<file path="src/rtl/cpu_irq_port.sv">
module cpu_irq_port #(
  parameter int NUM_IRQ = 48,
  parameter int PRIO_W  = 8
) (
  input  logic                      clk,
  input  logic                      rst_n,
  input  logic [NUM_IRQ-1:0]        fwd_req,
  input  logic [NUM_IRQ-1:0]        fwd_edge,
  input  logic [NUM_IRQ*PRIO_W-1:0] fwd_prio,
  input  logic [47:0]               fwd_src,
  input  logic [4:0]                reg_addr,
  input  logic                      reg_rd,
  input  logic                      reg_wr,
  input  logic [31:0]               reg_wdata,
  output logic [31:0]               reg_rdata,
  output logic                      irq_o
);
  localparam int IDX_W = $clog2(NUM_IRQ);
  localparam int ID_W  = 10;
  localparam int SRC_W = 3;
  localparam int SGI_N = 16;
  localparam logic [2:0] A_CTRL = 3'd0, A_PMASK = 3'd1, A_ACK = 3'd3, A_EOI = 3'd4;

  logic               ctrl_en;
  logic [PRIO_W-1:0]  pmask;
  logic [NUM_IRQ-1:0] edge_pend, active, pend, cand;
  logic [NUM_IRQ-1:0] ack_hot, eoi_hot;
  logic               best_v, win_ok;
  logic [IDX_W-1:0]   best_idx;
  logic [PRIO_W-1:0]  best_p;
  logic [SRC_W-1:0]   win_src;
  logic [31:0]        ack_word;
  logic [ID_W-1:0]    eoi_id;
  logic               ack_take, eoi_take, sel_ack, sel_eoi;

  assign sel_ack = reg_addr[4:2] == A_ACK;
  assign sel_eoi = reg_addr[4:2] == A_EOI;

  assign pend = (edge_pend & fwd_edge) | (fwd_req & ~fwd_edge);

  always_comb begin
    for (int i = 0; i < NUM_IRQ; i++)
      cand[i] = pend[i] && !active[i] && (fwd_prio[i*PRIO_W +: PRIO_W] < pmask);
  end

  always_comb begin
    best_v   = 1'b0;
    best_idx = '0;
    best_p   = '1;
    for (int i = 0; i < NUM_IRQ; i++) begin
      if (cand[i] && (!best_v || fwd_prio[i*PRIO_W +: PRIO_W] < best_p)) begin
        best_v   = 1'b1;
        best_idx = IDX_W'(i);
        best_p   = fwd_prio[i*PRIO_W +: PRIO_W];
      end
    end
  end

  assign win_ok  = ctrl_en && best_v;
  assign irq_o   = win_ok;
  assign win_src = (int'(best_idx) < SGI_N) ? fwd_src[int'(best_idx[3:0])*SRC_W +: SRC_W] : '0;
  assign ack_word = win_ok ? {19'd0, win_src, {(ID_W-IDX_W){1'b0}}, best_idx} : 32'd1023;

  always_comb begin
    case (reg_addr[4:2])
      A_CTRL:  reg_rdata = {31'd0, ctrl_en};
      A_PMASK: reg_rdata = 32'(pmask);
      A_ACK:   reg_rdata = ack_word;
      default: reg_rdata = '0;
    endcase
  end

  assign eoi_id   = reg_wdata[ID_W-1:0];
  assign ack_take = reg_rd && sel_ack && win_ok;
  assign eoi_take = reg_wr && sel_eoi && (eoi_id < ID_W'(NUM_IRQ)) && active[eoi_id[IDX_W-1:0]];
  assign ack_hot  = ack_take ? (NUM_IRQ'(1) << best_idx) : '0;
  assign eoi_hot  = eoi_take ? (NUM_IRQ'(1) << eoi_id[IDX_W-1:0]) : '0;

  always_ff @(posedge clk) begin
    if (!rst_n) begin
      ctrl_en   <= 1'b0;
      pmask     <= '0;
      edge_pend <= '0;
      active    <= '0;
    end else begin
      if (reg_wr && reg_addr[4:2] == A_CTRL)  ctrl_en <= reg_wdata[0];
      if (reg_wr && reg_addr[4:2] == A_PMASK) pmask   <= reg_wdata[PRIO_W-1:0];
      edge_pend <= ((edge_pend & ~ack_hot) | (fwd_req & fwd_edge)) & fwd_edge;
      active    <= (active | ack_hot) & ~eoi_hot;
    end
  end
endmodule


</file>
<file path="config.mk">
export PLATFORM = sky130hd
export DESIGN_NAME = cpu_irq_port
export DESIGN_NICKNAME = d
export VERILOG_FILES = /design/src/rtl/cpu_irq_port.sv
export SDC_FILE = /design/constraint.sdc
export NUM_CORES = 2
export LEC_CHECK = 0
export ABC_AREA = 0
export ABC_CLOCK_PERIOD_IN_PS = 273200
export BUFFER_PORTS_ARGS = -buffer_cell sky130_fd_sc_hd__buf_2
export CAP_MARGIN = 10
export CORE_ASPECT_RATIO = 2
export CORE_MARGIN = 3
export CORE_UTILIZATION = 40
export CTS_BUF_LIST = sky130_fd_sc_hd__clkbuf_2 sky130_fd_sc_hd__clkbuf_4 sky130_fd_sc_hd__clkbuf_8
export DETAILED_ROUTE_END_ITERATION = 6
export SLEW_MARGIN = 20
export SYNTH_ARGS = -nofsm -noshare
export SYNTH_HDL_FRONTEND = slang
export SYNTH_SLANG_ARGS = --single-unit
</file>
<file path="constraint.sdc">
create_clock -name clk -period 273.2 [get_ports clk]
set_input_delay 27.32 -clock clk [delete_from_list [all_inputs] [get_ports clk]]
set_output_delay 27.32 -clock clk [all_outputs]
set_load 0.05 [all_outputs]
</file>
After elaboration in Yosys (flattened, before gate mapping) --
Index checks and enable logic that the tools add are counted.
Cells by class: $mul 1, order comparisons 98, equality and inequality tests 3, shift operators 3, mux-type cells 149, bitwise operators 12, reduce and logical (&&, ||, !) cells 294
Operators by type and width (count):
- less-than comparator 8 bit | 95
- two-way mux 8 bit | 47
- AND 48 bit | 6
- two-way mux 6 bit | 46
- logical AND 1 bit | 151
- inverter 48 bit | 3
- bitwise OR 48 bit | 3
- two-way mux 48 bit | 2
- left shift 1 x 6 -> 48 bit (first input constant) | 2
- logical NOT 1 bit | 95
- two-way mux 1 bit | 50
- variable part select 48 x 7 -> 3 bit | 1
- logical OR 1 bit | 47
- one-hot mux 13 bit (3 select lines) | 1
- two-way mux 13 bit | 1
- less-than comparator 10 x 6 -> 1 bit (second input constant) | 1
- less-than comparator 6 x 7 -> 1 bit (second input constant) | 1
- binary-select mux 1 bit (select 6 bit) | 1
- less-than comparator 6 x 5 -> 1 bit (second input constant) | 1
- multiplier 4 x 2 -> 6 bit (second input constant) | 1
- == test 3 x 1 -> 1 bit (second input constant) | 1
- == test 3 x 2 -> 1 bit (second input constant) | 1
- == test 3 bit (second input constant) | 1
- logical NOT 3 bit | 1
- two-way mux 3 bit | 1
Storage, ports and cells: register bits after elaboration 105, bits of input ports 569, output and inout port bits 33, logic and storage cells 564

Longest topological paths before layout --
depth after elaboration 201, mapped depth 580

Worst setup path before layout --
OpenSTA, ideal clock, no wires.
path type input to output, from input port fwd_prio[7], to output port reg_rdata[10], data arrival time 118.628 ns, setup slack 127.252 ns, stages 543, cells stage by stage ha_1 -> nand4_1 -> or2_1 -> o21ai_1 -> buf_2 -> nor2_1 -> ha_1 -> a211oi_1 -> nor2_1 -> nor3_1 -> o211ai_1 -> a31o_1 -> buf_4 -> clkbuf_1 -> a21oi_1 -> inv_1 -> ha_1 -> a21o_1 -> (+507 left out) -> a21oi_1 -> o211ai_1 -> o21ai_0 -> a31o_2 -> buf_1 -> a21oi_1 -> ha_1 -> a21o_1 -> a21o_1 -> a21oi_1 -> o21a_1 -> and3_2 -> a31oi_4 -> buf_4 -> nand3_2 -> nor4_1 -> o21ai_1 -> o211ai_1
On the way: longest elaborated chain between the ends 196, elaborated cells on any way between the ends 339, those cells by class 1 x mul; 49 x order compare; 1 x shift; 145 x mux; 143 x reduce/logical
Ends and longest elaborated chain:
- start: declaration | RTL line 9 | input logic [NUM_IRQ*PRIO_W-1:0] fwd_prio,
- less-than comparator 8 bit | RTL line 43 | cand[i] = pend[i] && !active[i] && (fwd_prio[i*PRIO_W +: PRIO_W] < pmask);
- logical AND 1 bit | RTL line 43
- two-way mux 8 bit or two-way mux 1 bit (tied branches) | RTL line 51 | if (cand[i] && (!best_v || fwd_prio[i*PRIO_W +: PRIO_W] < best_p)) begin
- less-than comparator 8 bit or logical NOT 1 bit (tied branches) | RTL line 51
- logical OR 1 bit | RTL line 51
- logical AND 1 bit | RTL line 51
- two-way mux 8 bit or two-way mux 1 bit (tied branches) | RTL line 51
- less-than comparator 8 bit or logical NOT 1 bit (tied branches) | RTL line 51
- (+180 left out)
- logical OR 1 bit | RTL line 51
- logical AND 1 bit | RTL line 51
- two-way mux 6 bit | RTL line 51
- multiplier 4 x 2 -> 6 bit | RTL line 61 | assign win_src = (int'(best_idx) < SGI_N) ? fwd_src[int'(best_idx[3:0])*SRC_W +: SRC_W] : '0;
- variable part select 48 x 7 -> 3 bit | RTL line 61
- two-way mux 3 bit | RTL line 61
- two-way mux 13 bit (*) | RTL line 62 | assign ack_word = win_ok ? {19'd0, win_src, {(ID_W-IDX_W){1'b0}}, best_idx} : 32'd1023;
- one-hot mux 13 bit (3 select lines) (*) | RTL line 65 | case (reg_addr[4:2])
- end: declaration | RTL line 15 | output logic [31:0] reg_rdata,
Mark *: on every way between the ends. The rest lies on a longest branch, timed or not.

Worst setup path in the final report --
Same ends and word-level chain as after synthesis.

==> summary.txt <==
Synthesis
  • Area of the mapped netlist: between 0.03 and 0.04 sq mm
  • Count of state elements after synthesis: 105
  • Netlist cell types: 166
  • Top-area cell type share of the netlist area: between 20 and 25%
  • Mean post-synth cell area: 7.568 sq um
  • Top_reg_cell synth: dfxtp_1
  • Top cell type by total area after synthesis: ha_1
  • Asr flop ratio synth: 0%
  • Yosys Warn Count: 0
  • Seq/Total Area, Yosys: around 6.6%
  • Top cells by area, synth: ha_1 23%, dfxtp_1 6.6%, mux2i_1 5.2%
  • EDFF count, synth: 0
  • Synthesized instance count: 4200

Floorplanning
  • Core area: ~0.08 sq mm
  • Die height: approximately 400 um
  • Die width: around 210 um
  • Die ar.: around 0.083 sq mm
  • Initial core utilization: between 40 and 50%
  • FP Rows: ~150
  • Ports: 602

Clocking
  • Clock Path Buffers: 2
  • Insertion delay to the later sink of the worst-skew pair: between 0.4 and 0.5 ns
  • Root buffer cell: clkbuf_8
  • H-tree depth: 3
  • Sink Count: approximately 110
  • CTS Hold Buffers Added: 0
  • Post-CTS setup buffer count: 0
  • Clock-pin slew on the worst setup and hold paths: roughly 0.12 ns
  • CTS tree: done
  • Num CTS Buffers: 9
  • Post-CTS Resized: 0

Detailed routing
  • Wl on met1: around 50 mm
  • DR WL met3: between 10 and 15 mm
  • DRT antenna net count: 0
  • 1st-iter DRT viols: ~2100
  • Vias per cell: approximately 6.1
  • DR WL/cell: 24.08 um
  • Detailed Routing Iterations Pass 1: 7
  • Metal2 WL: 69.91 mm
  • Via Count: approximately 35000
  • Detailed-route DRC error count: 0
  • Final wirelength: about 140 mm
  • Top Layer Used: met5

Final layout
  • Nets: 5830
  • Post-layout util: 45.59%
  • Area Growth Syn to Fin: 12.41%
  • Fill count: between 8000 and 9000
  • Finished layout cell area: 0.03573 sq mm
  • Multi-input gate area: between 0.02 and 0.03 sq mm
  • Most frequent cells in the layout: 575 x ha_1, 557 x buf_2, 316 x nand2_1
  • Share of layout cells above drive strength 1: 18.93%
  • Register area: ~0.0021 sq mm
  • Most common cell after layout, fill and taps aside: ha_1

Timing
  • Fmax: approximately 0.006 GHz
  • Post-layout min period: 164.65 ns
  • Period utilization: roughly three fifths
  • Slew at the pin closest to its max-slew limit: about 1.1 ns
  • Final Hold Viols: 0
  • RSZ-0062 raised after global routing: false
  • Clk_skew: between 0.02 and 0.025 ns
  • Finish-stage setup viols: 0
  • Fin Setup TNS: 0 ns
  • Setup ws final: ~110 ns
  • Final max-slew violation count: 0
  • Slew headroom: between 20% and 30%

Worst setup path
  • CP max FO: 21
  • Startpoint Class: input pin
  • Crit Path Category: in -> out
  • Critical Path RT: between 200 and 250 ns
  • Largest stage delay on the critical path: slightly below 1 ns
  • Worst Path Arrival: between 100 and 150 ns
  • Critical Path Sink Type: output pin
  • Most common cell on crit path: a21oi_1
  • CP max-delay cell: a2111oi_0

Placement
  • Hpwl dp: approximately 120 mm
  • Placed inst area: ~0.035 sq mm
  • RD Place Congestion: 0.9575
  • Port bufs: 558
  • Dpl ws: about 110 ns

Power
  • Leak Pwr: roughly 17 nW
  • VDD IR max: roughly 0.0000097 V
  • Pwr per Cell Area: about 12 mW/mm^2

GRT
  • Vias in the first global route: 34690
  • Initial antenna violation count: 85
  • Largest net degree at the start of global routing: ~80
  • First-pass GRT wire length: approximately 200 mm
  • GRT overflow: 0
  • Total GRT Usage: around 32%

Job
  • Max_cap viols: 0

Hold path
  • Min-Delay Path Class: reg -> reg

Outcome
  • Status: finished, final reports clean
==> through the flow <==
stage,cells,hold slack (ns),power [W]
3_5_place_dp,5704,0.4528,0.0004024
4_1_cts,5719,0.4701,0.0004149
2_1_floorplan,4218,0.4313,0.0003002
5_1_grt,5750,0.4840,0.0004635
6_report,5783,0.4657,0.0004167
3_3_place_gp,5704,0.4476,0.0003974
==> power breakdown <==
| group | internal [W] | switching (W) | leakage (nW) |
|---|---|---|---|
| Combinational | 0.000145 | 0.000246 | 15.9 |
| Sequential | 0.0000157 | 0.000000233 | 0.856 |
| Clock | 0.00000343 | 0.00000669 | 0.0924 |
==> synthesized netlist by cell type, types with 21 or more instances <==
cell / number
and4_1: 22
a21o_1: 113
a211oi_1: 33
mux2_2: 40
a2111oi_0: 47
nand2b_1: 144
o21ai_1: 66
and2_1: 31
o21ai_0: 313
nand2_1: 316
buf_4: 44
ha_1: 575
a21boi_0: 34
o211ai_1: 77
nand4_1: 42
o22ai_1: 27
a21oi_1: 299
nor3_1: 62
nor2b_1: 105
and3_1: 21
maj3_1: 36
dfxtp_1: 105
nor2_1: 297
a31oi_1: 36
clkbuf_1: 55
o21a_1: 64
inv_1: 278
nand3_1: 111
o221a_1: 36
or3_1: 32
mux2i_1: 165
==> routing by layer <==
metal  vias to the layer above  global-route usage, %
li1                      16930                      -
met1                     16490                  33.94
met2                      1321                  58.69
met3                       439                  7.557
met4                        56                  15.74
met5                         -                      0
==> flip-flops by register name (all words and copies together) (netlist names) <==
name and count:
edge_pend 48, ctrl_en 1, pmask 8, active 48
==> critical path, delay by kind of cell <==
family	cells	cell delay [ns]
AND/OR/NAND/NOR	137	26.81
buffers and inverters	31	3.61
multiplexers	20	5.82
AO/OA/AOI/OAI	254	59.28
adder cells (fa/ha/maj)	48	14.20
==> worst paths after layout <==
| path | start | endpoint | slack, ns | depth (start not counted) |
|---|---|---|---|---|
| worst max-delay path | fwd_prio[7] | reg_rdata[10] | 108.55 | 490 |
| worst max register to register | pmask[7] | edge_pend[39] | 162.87 | 489 |
| worst min register to register | edge_pend[19] | edge_pend[19] | 0.47 | 2 |
| worst min-delay path | edge_pend[19] | edge_pend[19] | 0.47 | 2 |
==> cell families (layout without fill, tap and decap cells) <==
group | Yosys count | in the layout | synth area share (%)
multiplexers | 239 | 239 | 8.490
buffers and inverters | 417 | 889 | 5.995
AND/OR/NAND/NOR | 1338 | 1338 | 21.92
other | 1 | 83 | 0.01180
XOR/XNOR | 18 | 18 | 0.4960
adder cells (fa/ha/maj) | 614 | 614 | 23.87
flip-flops | 105 | 105 | 6.613
AO/OA/AOI/OAI | 1468 | 1468 | 32.60
==> cell type report <==
| class | instances | area share (%) |
|---|---|---|
| sequential | 105 | 5.886 |
| timing repair buffer | 594 | 8.614 |
| clock inverter | 6 | 0.1436 |
| inverter | 280 | 2.945 |
| tap | 1029 | 3.603 |
| multi-input combinational | 3696 | 78.01 |
| antenna | 64 | 0.4482 |
| clock buffer | 9 | 0.3467 |
Power figures use the tool's default switching activity.
